### src/rtl/bap_pkg.sv
package bap_pkg;
  // Fixed word slots of the register map (word index = byte offset / 4)
  localparam int W_OP_A = 0;
  localparam int W_OP_B = 1;
  localparam int W_SUM  = 2;

  // Identification word: vendor code, design code, revision
  localparam logic [7:0]  VENDOR_CODE = 8'h35;
  localparam logic [7:0]  DESIGN_CODE = 8'h64;
  localparam logic [15:0] REVISION    = 16'hA000;
  localparam logic [31:0] ID_WORD     = {VENDOR_CODE, DESIGN_CODE, REVISION};
endpackage

### src/rtl/bap_in_sync.sv
module bap_in_sync #(
  parameter int DW = 32,
  parameter int AW = 5
) (
  input  logic          clk,
  input  logic          rst,
  input  logic [AW-1:0] addr_i,
  input  logic          ctrl_sel_i,
  input  logic          wr_i,
  input  logic          rd_i,
  input  logic [DW-1:0] wdata_i,
  output logic [AW-1:0] addr_q,
  output logic          ctrl_sel_q,
  output logic          wr_q,
  output logic          rd_q,
  output logic [DW-1:0] wdata_q
);
  always_ff @(posedge clk) begin
    if (rst) begin
      addr_q     <= '0;
      ctrl_sel_q <= 1'b0;
      wr_q       <= 1'b0;
      rd_q       <= 1'b0;
      wdata_q    <= '0;
    end else begin
      addr_q     <= addr_i;
      ctrl_sel_q <= ctrl_sel_i;
      wr_q       <= wr_i;
      rd_q       <= rd_i;
      wdata_q    <= wdata_i;
    end
  end
endmodule

### src/rtl/bap_strobe_ext.sv
// Holds each per-word strobe open for EXT cycles after its last pulse.
// RESTART=1: a new pulse on any bit cancels the window of every other bit.
module bap_strobe_ext #(
  parameter int N       = 32,
  parameter int EXT     = 3,
  parameter bit RESTART = 1'b0
) (
  input  logic         clk,
  input  logic         rst,
  input  logic [N-1:0] pulse_i,
  output logic [N-1:0] ext_o
);
  logic [N-1:0] hist [EXT];
  logic [N-1:0] tail;

  always_comb begin
    tail = '0;
    for (int i = 0; i < EXT; i++) tail = tail | hist[i];
  end

  generate
    if (RESTART) begin : g_restart
      always_ff @(posedge clk) begin
        if (rst || (|pulse_i)) begin
          for (int i = 0; i < EXT; i++) hist[i] <= '0;
          if (!rst) hist[0] <= pulse_i;
        end else begin
          hist[0] <= '0;
          for (int i = 1; i < EXT; i++) hist[i] <= hist[i-1];
        end
      end
      assign ext_o = (|pulse_i) ? pulse_i : tail;

      // only one word is ever presented
      a_r10_one_word: assert property (@(posedge clk) disable iff (rst)
        $onehot0(ext_o));
    end else begin : g_plain
      always_ff @(posedge clk) begin
        if (rst) begin
          for (int i = 0; i < EXT; i++) hist[i] <= '0;
        end else begin
          hist[0] <= pulse_i;
          for (int i = 1; i < EXT; i++) hist[i] <= hist[i-1];
        end
      end
      assign ext_o = pulse_i | tail;
    end
  endgenerate

  // a pulse keeps its window open in the following cycle
  a_r7_window_held: assert property (@(posedge clk) disable iff (rst)
    (pulse_i != '0) |=> ((ext_o & $past(pulse_i)) != '0 || (RESTART && pulse_i != '0)));
endmodule

### src/rtl/bap_rd_mux.sv
module bap_rd_mux #(
  parameter int DW = 32,
  parameter int NW = 32
) (
  input  logic          clk,
  input  logic          rst,
  input  logic [NW-1:0] re_ext_i,
  input  logic [DW-1:0] op_a_i,
  input  logic [DW-1:0] op_b_i,
  output logic [DW-1:0] rdata_o,
  output logic          rdata_oe_o
);
  import bap_pkg::*;

  localparam int W_ID = NW - 1;
  localparam logic [NW-1:0] MAPPED =
    (NW'(1) << W_OP_A) | (NW'(1) << W_OP_B) | (NW'(1) << W_SUM) | (NW'(1) << W_ID);

  logic [DW-1:0] sum;
  logic [DW-1:0] val;
  logic          hit;

  assign sum = op_a_i + op_b_i;
  assign hit = |(re_ext_i & MAPPED);

  always_comb begin
    val = '0;
    if (re_ext_i[W_OP_A]) val = op_a_i;
    if (re_ext_i[W_OP_B]) val = op_b_i;
    if (re_ext_i[W_SUM])  val = sum;
    if (re_ext_i[W_ID])   val = DW'(ID_WORD);
  end

  always_ff @(posedge clk) begin
    if (rst) begin
      rdata_o    <= '0;
      rdata_oe_o <= 1'b0;
    end else begin
      rdata_o    <= hit ? val : '0;
      rdata_oe_o <= hit;
    end
  end

  a_r4_sum_wraps: assert property (@(posedge clk) disable iff (rst)
    (!$past(rst) && $past(re_ext_i[W_SUM])) |-> (rdata_o == $past(op_a_i + op_b_i)));
  a_r5_id_word: assert property (@(posedge clk) disable iff (rst)
    (!$past(rst) && $past(re_ext_i[W_ID])) |-> (rdata_oe_o && rdata_o == 32'h3564A000));
  a_r6_unmapped_quiet: assert property (@(posedge clk) disable iff (rst)
    (!$past(rst) && $past(re_ext_i != '0) && $past((re_ext_i & MAPPED) == '0))
      |-> (!rdata_oe_o && rdata_o == '0));
endmodule

### src/rtl/bus_adder_periph.sv
module bus_adder_periph #(
  parameter int DW  = 32,
  parameter int AW  = 5,
  parameter int EXT = 3
) (
  input  logic          clk,
  input  logic          rst,
  input  logic [AW-1:0] addr_i,
  input  logic          ctrl_sel_i,
  input  logic          wr_i,
  input  logic          rd_i,
  input  logic [DW-1:0] wdata_i,
  output logic [DW-1:0] rdata_o,
  output logic          rdata_oe_o,
  output logic          rd_valid_o
);
  import bap_pkg::*;

  localparam int NW  = 1 << AW;
  localparam int NWR = 2;   // writable slots: operand A, operand B

  logic [AW-1:0]  addr_q;
  logic           ctrl_sel_q, wr_q, rd_q, rd_q_d;
  logic [DW-1:0]  wdata_q;
  logic [NW-1:0]  sel, re_pulse, re_ext;
  logic [NWR-1:0] we_pulse, we_ext, we_prev, op_load;
  logic [DW-1:0]  op_a, op_b;

  bap_in_sync #(.DW(DW), .AW(AW)) u_sync (
    .clk(clk), .rst(rst),
    .addr_i(addr_i), .ctrl_sel_i(ctrl_sel_i), .wr_i(wr_i), .rd_i(rd_i), .wdata_i(wdata_i),
    .addr_q(addr_q), .ctrl_sel_q(ctrl_sel_q), .wr_q(wr_q), .rd_q(rd_q), .wdata_q(wdata_q)
  );

  // One-hot word decode, gated by the control-region select
  assign sel      = ctrl_sel_q ? (NW'(1) << addr_q) : '0;
  assign re_pulse = rd_q ? sel : '0;
  assign we_pulse = wr_q ? {sel[W_OP_B], sel[W_OP_A]} : '0;

  bap_strobe_ext #(.N(NWR), .EXT(EXT), .RESTART(1'b0)) u_we_ext (
    .clk(clk), .rst(rst), .pulse_i(we_pulse), .ext_o(we_ext)
  );

  bap_strobe_ext #(.N(NW), .EXT(EXT), .RESTART(1'b1)) u_re_ext (
    .clk(clk), .rst(rst), .pulse_i(re_pulse), .ext_o(re_ext)
  );

  // Load only when a write window opens
  assign op_load = we_ext & ~we_prev;

  always_ff @(posedge clk) begin
    if (rst) begin
      we_prev    <= '0;
      op_a       <= '0;
      op_b       <= '0;
      rd_q_d     <= 1'b0;
      rd_valid_o <= 1'b0;
    end else begin
      we_prev    <= we_ext;
      if (op_load[0]) op_a <= wdata_q;
      if (op_load[1]) op_b <= wdata_q;
      rd_q_d     <= rd_q;
      rd_valid_o <= rd_q | rd_q_d;
    end
  end

  bap_rd_mux #(.DW(DW), .NW(NW)) u_mux (
    .clk(clk), .rst(rst), .re_ext_i(re_ext), .op_a_i(op_a), .op_b_i(op_b),
    .rdata_o(rdata_o), .rdata_oe_o(rdata_oe_o)
  );

  a_r2_load_a: assert property (@(posedge clk) disable iff (rst)
    (!$past(rst) && $past(op_load[0])) |-> (op_a == $past(wdata_q)));
  a_r9_no_reload: assert property (@(posedge clk) disable iff (rst)
    (!$past(rst) && $past(we_prev[0]) && $past(we_ext[0])) |-> $stable(op_a));
  a_r8_valid_two: assert property (@(posedge clk) disable iff (rst)
    $rose(rd_valid_o) |=> rd_valid_o);
endmodule

### config.mk
export PLATFORM = sky130hd
export DESIGN_NAME = bus_adder_periph
export DESIGN_NICKNAME = d
export VERILOG_FILES = /design/src/rtl/bap_pkg.sv /design/src/rtl/bap_in_sync.sv /design/src/rtl/bap_strobe_ext.sv /design/src/rtl/bap_rd_mux.sv /design/src/rtl/bus_adder_periph.sv
export SDC_FILE = /design/constraint.sdc
export NUM_CORES = 1
export LEC_CHECK = 0
export BUFFER_PORTS_ARGS = -buffer_cell sky130_fd_sc_hd__buf_2
export CAP_MARGIN = 25
export CORE_AREA = 2 2 137 172
export CTS_CLUSTER_SIZE = 25
export DETAILED_ROUTE_END_ITERATION = 7
export DIE_AREA = 0 0 139 174
export PLACE_DENSITY = 0.7
export REMOVE_ABC_BUFFERS = 1
export SLEW_MARGIN = 20
export SYNTH_ARGS = -nofsm -noshare
export SYNTH_HDL_FRONTEND = slang
export SYNTH_HIERARCHICAL = 1
export SYNTH_SLANG_ARGS = --single-unit
### constraint.sdc
create_clock -name clk -period 3.3 [get_ports clk]
set_input_delay 0.33 -clock clk [delete_from_list [all_inputs] [get_ports clk]]
set_output_delay 0.33 -clock clk [all_outputs]
set_load 0.005 [all_outputs]
Yosys cells after proc, flatten, opt, wreduce, memory -nomap -nowiden
Memories as Yosys holds them, arrays and structs flattened. Index checks and enable logic that the tools add are counted.

Bits in registers: 141. RAM bits: 102. Input bits: 42. Memories: 2.

$add $sub $neg: 1. Shift-type cells: 1. Multiplexer cells: 23. Bitwise operators: 16. Reductions and logical operators: 5.

Memory list: u_re_ext.hist (words 3, bits a word 32, read ports 3, clocked after Yosys merged registers in 0, wr ports 3, line bap_strobe_ext.sv:13) `logic [N-1:0] hist [EXT];`; u_we_ext.hist (words 3, bits a word 2, read ports 3, clocked after Yosys merged registers in 0, wr ports 3, line bap_strobe_ext.sv:13).

Operators with widths (count): 32-bit 2-to-1 mux (10); 32-bit bitwise OR (2); 32-bit adder (1); 32-bit OR reduction (1); 1-bit by 5-bit << shifter with 32-bit output, first input constant (1); 30-bit 2-to-1 mux (1); 1-bit 2-to-1 mux (8); 2-bit 2-to-1 mux (4); 1-bit bitwise OR (8); 2-bit bitwise OR (3); 4-bit OR reduction (1); 3-bit OR reduction (1); 2-bit AND (1); 2-bit NOT (1); 2-bit OR reduction (1); 1-bit logical OR (1); 1-bit NOT (1).

Longest topological paths before layout
Word-level depth: 9. Gate-level depth with buffers: 16. Mapped depth without buffers: 11.

Cells and area by module
The synthesis kept the hierarchy.

By module, submodules not included: bap_strobe_ext at u_re_ext (instances 1, cells an instance 334, area each 3731.1 um^2, sequential area each 2242.2 um^2); bus_adder_periph (instances 1, cells an instance 313, area each 3047.9 um^2, sequential area each 1361.3 um^2); bap_rd_mux (instances 1, cells an instance 377, area each 3020.4 um^2, sequential area each 660.6 um^2); bap_in_sync (instances 1, cells an instance 84, area each 1156.1 um^2, sequential area each 800.8 um^2); bap_strobe_ext at u_we_ext (instances 1, cells an instance 14, area each 172.7 um^2, sequential area each 120.1 um^2).

Worst setup path after synthesis
No wires, ideal clock.

Path type: register to register. From: register u_sync.rd_q. To: register u_mux.rdata_o[19]. Library setup time: 0.086 ns. Arrival time: 3.073 ns. Path slack: 0.141 ns. Stages on the path, launching flop included: 15. Buffers on the path: 6. Cells stage by stage: dfxtp_1 nand3_1 clkbuf_1 nor3_1 nor4_1 nand4_1 buf_2 buf_2 o31ai_1 clkbuf_1 nor3_1 or3_1 clkbuf_1 clkbuf_1 a211oi_1.

Cells in the longest elaborated chain, start to end: 6.

Ends and longest elaborated chain: start, declared (line bap_in_sync.sv:15) `output logic rd_q,`; start signal, assigned (line bap_in_sync.sv:29) `rd_q <= rd_i;`; 32-bit 2-to-1 mux (*) (line bus_adder_periph.sv:37) `assign re_pulse = rd_q ? sel : '0;`; via re_pulse[19] (line bus_adder_periph.sv:25) `logic [NW-1:0] sel, re_pulse, re_ext;`; 32-bit OR reduction (*) (line bap_strobe_ext.sv:32) `assign ext_o = (|pulse_i) ? pulse_i : tail;`; 32-bit 2-to-1 mux (*) (line bap_strobe_ext.sv:32); via re_ext[1] (line bus_adder_periph.sv:25); 4-bit OR reduction (line bap_rd_mux.sv:24) `assign hit = |(re_ext_i & MAPPED);`; 1-bit NOT (no line); 3-bit OR reduction (no line); end signal, assigned (line bap_rd_mux.sv:39) `rdata_o <= hit ? val : '0;`; end, declared (line bap_rd_mux.sv:10) `output logic [DW-1:0] rdata_o,`.

The timed path passes the listed nets; every way through them passes the cells marked *. A chain may end at the register's enable or synchronous reset.

Worst setup path after layout
From: register op_a[0]. To: register u_mux.rdata_o[30].

Cells in the longest elaborated chain, start to end: 2.

Ends and longest elaborated chain: start, declared (line bus_adder_periph.sv:27) `logic [DW-1:0] op_a, op_b;`; start signal, assigned (line bus_adder_periph.sv:60) `if (op_load[0]) op_a <= wdata_q;`; 32-bit adder (line bap_rd_mux.sv:23) `assign sum = op_a_i + op_b_i;`; 32-bit 2-to-1 mux (line bap_rd_mux.sv:30) `if (re_ext_i[W_SUM]) val = sum;`.

Every way passes these cells.

==> flow_summary.json <==
{
  "power.clock.fraction_pct": 48.0,
  "hold_viol_final": 0,
  "synth_area_um2": 7950,
  "crit_slowest_cell": "fa_1",
  "synth_cells": 850,
  "grt_pass1_wl_mm": 28.9,
  "min_to": "u_sync/wdata_q[20]",
  "p_leak_uw": 0.00380,
  "antenna_left": 0,
  "layout-drive-gt1-share_pct": 18.7,
  "peakVddDrop_mv": 0.418,
  "antenna-diode-count": 0,
  "r2r-end": "u_mux/rdata_o[30]",
  "dp_cells": 1163,
  "clockBufferDepth": 2,
  "crit_chain": "ha_1 > fa_1 > a21oi_2 > o22ai_2 > o21bai_2 > a31oi_1 > a41o_1 > a311oi_4 > o211ai_2 > a31o_1 > a211oi_1",
  "die_w_um": 139,
  "final_cell_area_um2": 9220,
  "dr.pass1.iters": 7,
  "finalSetupTns_ns": 0,
  "fin_crit_sh_pct": 95.1,
  "critPathCaptureType": "flip-flop",
  "grt_max_degree": 152,
  "instances_no_fill": 1196,
  "r2r-start": "op_a[0]",
  "fin_nets": 969,
  "cts_sinks": 159,
  "arrival_ns": 3.47,
  "htreeDepth": 4,
  "tritoncts.num_buffers": 17,
  "crit_fanout": 3,
  "start_kind": "flip-flop",
  "coreArea_um2": 22700,
  "place_area_um2": 8550,
  "worstPathRequired_ns": 3.64,
  "rows": 62,
  "r2r_cells": 11,
  "setup_viol": 0,
  "p_seq_share_pct": 45.2,
  "ioPinCount": 76,
  "intPower_uw": 3470,
  "drtIter0Drc": 408,
  "combPwrFrac_pct": 6.8,
  "path_clk_slew_ns": 0.06,
  "grt_use_total_pct": 14.6,
  "hold_depth": 2,
  "utilization_pct": 40.7,
  "die_h_um": 174,
  "holdBufCountCts": 0,
  "worst_slew_pin_slew_ns": 0.708,
  "clockRootBuffer": "clkbuf_16",
  "slew_headroom_pct": 52.7,
  "min-delay-start": "wdata_i[20]",
  "swShare_pct": 22.0,
  "cts_tree": "yes",
  "max-cap-violations": 0,
  "rsz0062_at_grt": "no",
  "antenna_found_initial": 0,
  "slowest_delay_ns": 0.44,
  "portBuffers": 75,
  "wl_per_cell_um": 15.0,
  "p_switching_uw": 978,
  "hold_ws_ns": 0.0998,
  "post-route-drc-count": 0,
  "gp_congestion": 0.942,
  "fmax_ghz": 0.319,
  "post_drt_via_cell_ratio": 5.16,
  "final_cell_mix": "dfxtp_1, nand2b_1, buf_2",
  "status": "complete, no violations",
  "routed_wl_mm": 17.9,
  "fin_skew_ns": 0.00762,
  "final_common_cell": "dfxtp_1",
  "reg2reg_slack_ns": 0.16,
  "die_area_um2": 24200,
  "place_hpwl_mm": 11.9,
  "hold_class": "in2reg",
  "num_vias": 6166,
  "path_class": "reg2reg",
  "grt_overflow": 0,
  "power_density_nw_per_um2": 482,
  "grt_pass1_vias": 5946,
  "syn2layout_area_growth_pct": 15.9,
  "ys_warn_count": 6,
  "min_period_ns": 3.14,
  "slew_violations": 0,
  "initial_core_util_pct": 35.1,
  "syn_area_per_cell_um2": 9.35,
  "clk-insertion-delay-late_ns": 0.43
}
-- power groups by stage --
stage	registers (µW)	logic, µW	clock network (µW)
final	2010	301	2130
after CTS	2010	303	2180
after detailed placement	2050	300	0
after global routing	2020	330	2260
after floorplan	2050	163	0
after global placement	2050	296	0
-- how the worst max path moves through the flow --
stage | cells past startpoint | end | slack (ns) | from
after floorplan | 7 | u_mux/rdata_o[21] | -2.11 | u_sync/addr_q[1]
after CTS | 11 | u_mux/rdata_o[28] | 0.11 | op_a[0]
after detailed placement | 11 | u_mux/rdata_o[26] | 0.15 | u_sync/addr_q[1]
final | 11 | u_mux/rdata_o[30] | 0.16 | op_a[0]
after global routing | 11 | u_mux/rdata_o[29] | 0.02 | u_sync/addr_q[4]
after global placement | 11 | u_mux/rdata_o[28] | 0.20 | op_a[0]
-- sequential cells by signal (all words and copies together) (netlist names) --
name,flops
op_a,32
op_b,32
rd_q_d,1
rd_valid_o,1
u_mux/rdata_o,32
u_mux/rdata_oe_o,1
u_re_ext/hist,12
u_sync/addr_q,5
u_sync/ctrl_sel_q,1
u_sync/rd_q,1
u_sync/wdata_q,32
u_sync/wr_q,1
u_we_ext/hist,6
we_prev,2
-- metrics by stage --
stage                     total power [µW]  setup WS, ns
final                                 4450         0.163
after global routing                  4600        0.0157
after CTS                             4490         0.112
after detailed placement              2350         0.147
after global placement                2350         0.203
after floorplan                       2210         -2.11
-- timing repair --
action,in CTS,in global routing
buffers inserted,0,1
gates resized for setup,0,4
endpoints found under the setup margin,0,13
-- worst max-delay path: cells and delay by family, from the launching register on --
family	cells	cell delay [ns]
adders and majority gates	2	0.70
DFF	1	0.33
AOI/OAI and AO/OA	9	2.02
-- layout make-up --
| cell class | instances | area (µm²) |
|---|---|---|
| clock buffers | 23 | 489 |
| clock inverters | 9 | 155 |
| fillers | 2286 | 13400 |
| inverters | 12 | 45.0 |
| multi-input cells | 614 | 4430 |
| flip-flops and latches | 159 | 3220 |
| well taps | 288 | 360 |
| repair buffers | 91 | 514 |
-- routing by layer --
layer / track usage (%) / routed length [µm] / up-vias
met5: 0 / 0 / -
met4: 6.61 / 453 / 0
met3: 2.75 / 700 / 39
met2: 25.2 / 8710 / 163
met1: 17.6 / 8030 / 2865
li1: - / - / 3099
No activity file was read; power rests on OpenSTA's default activity.
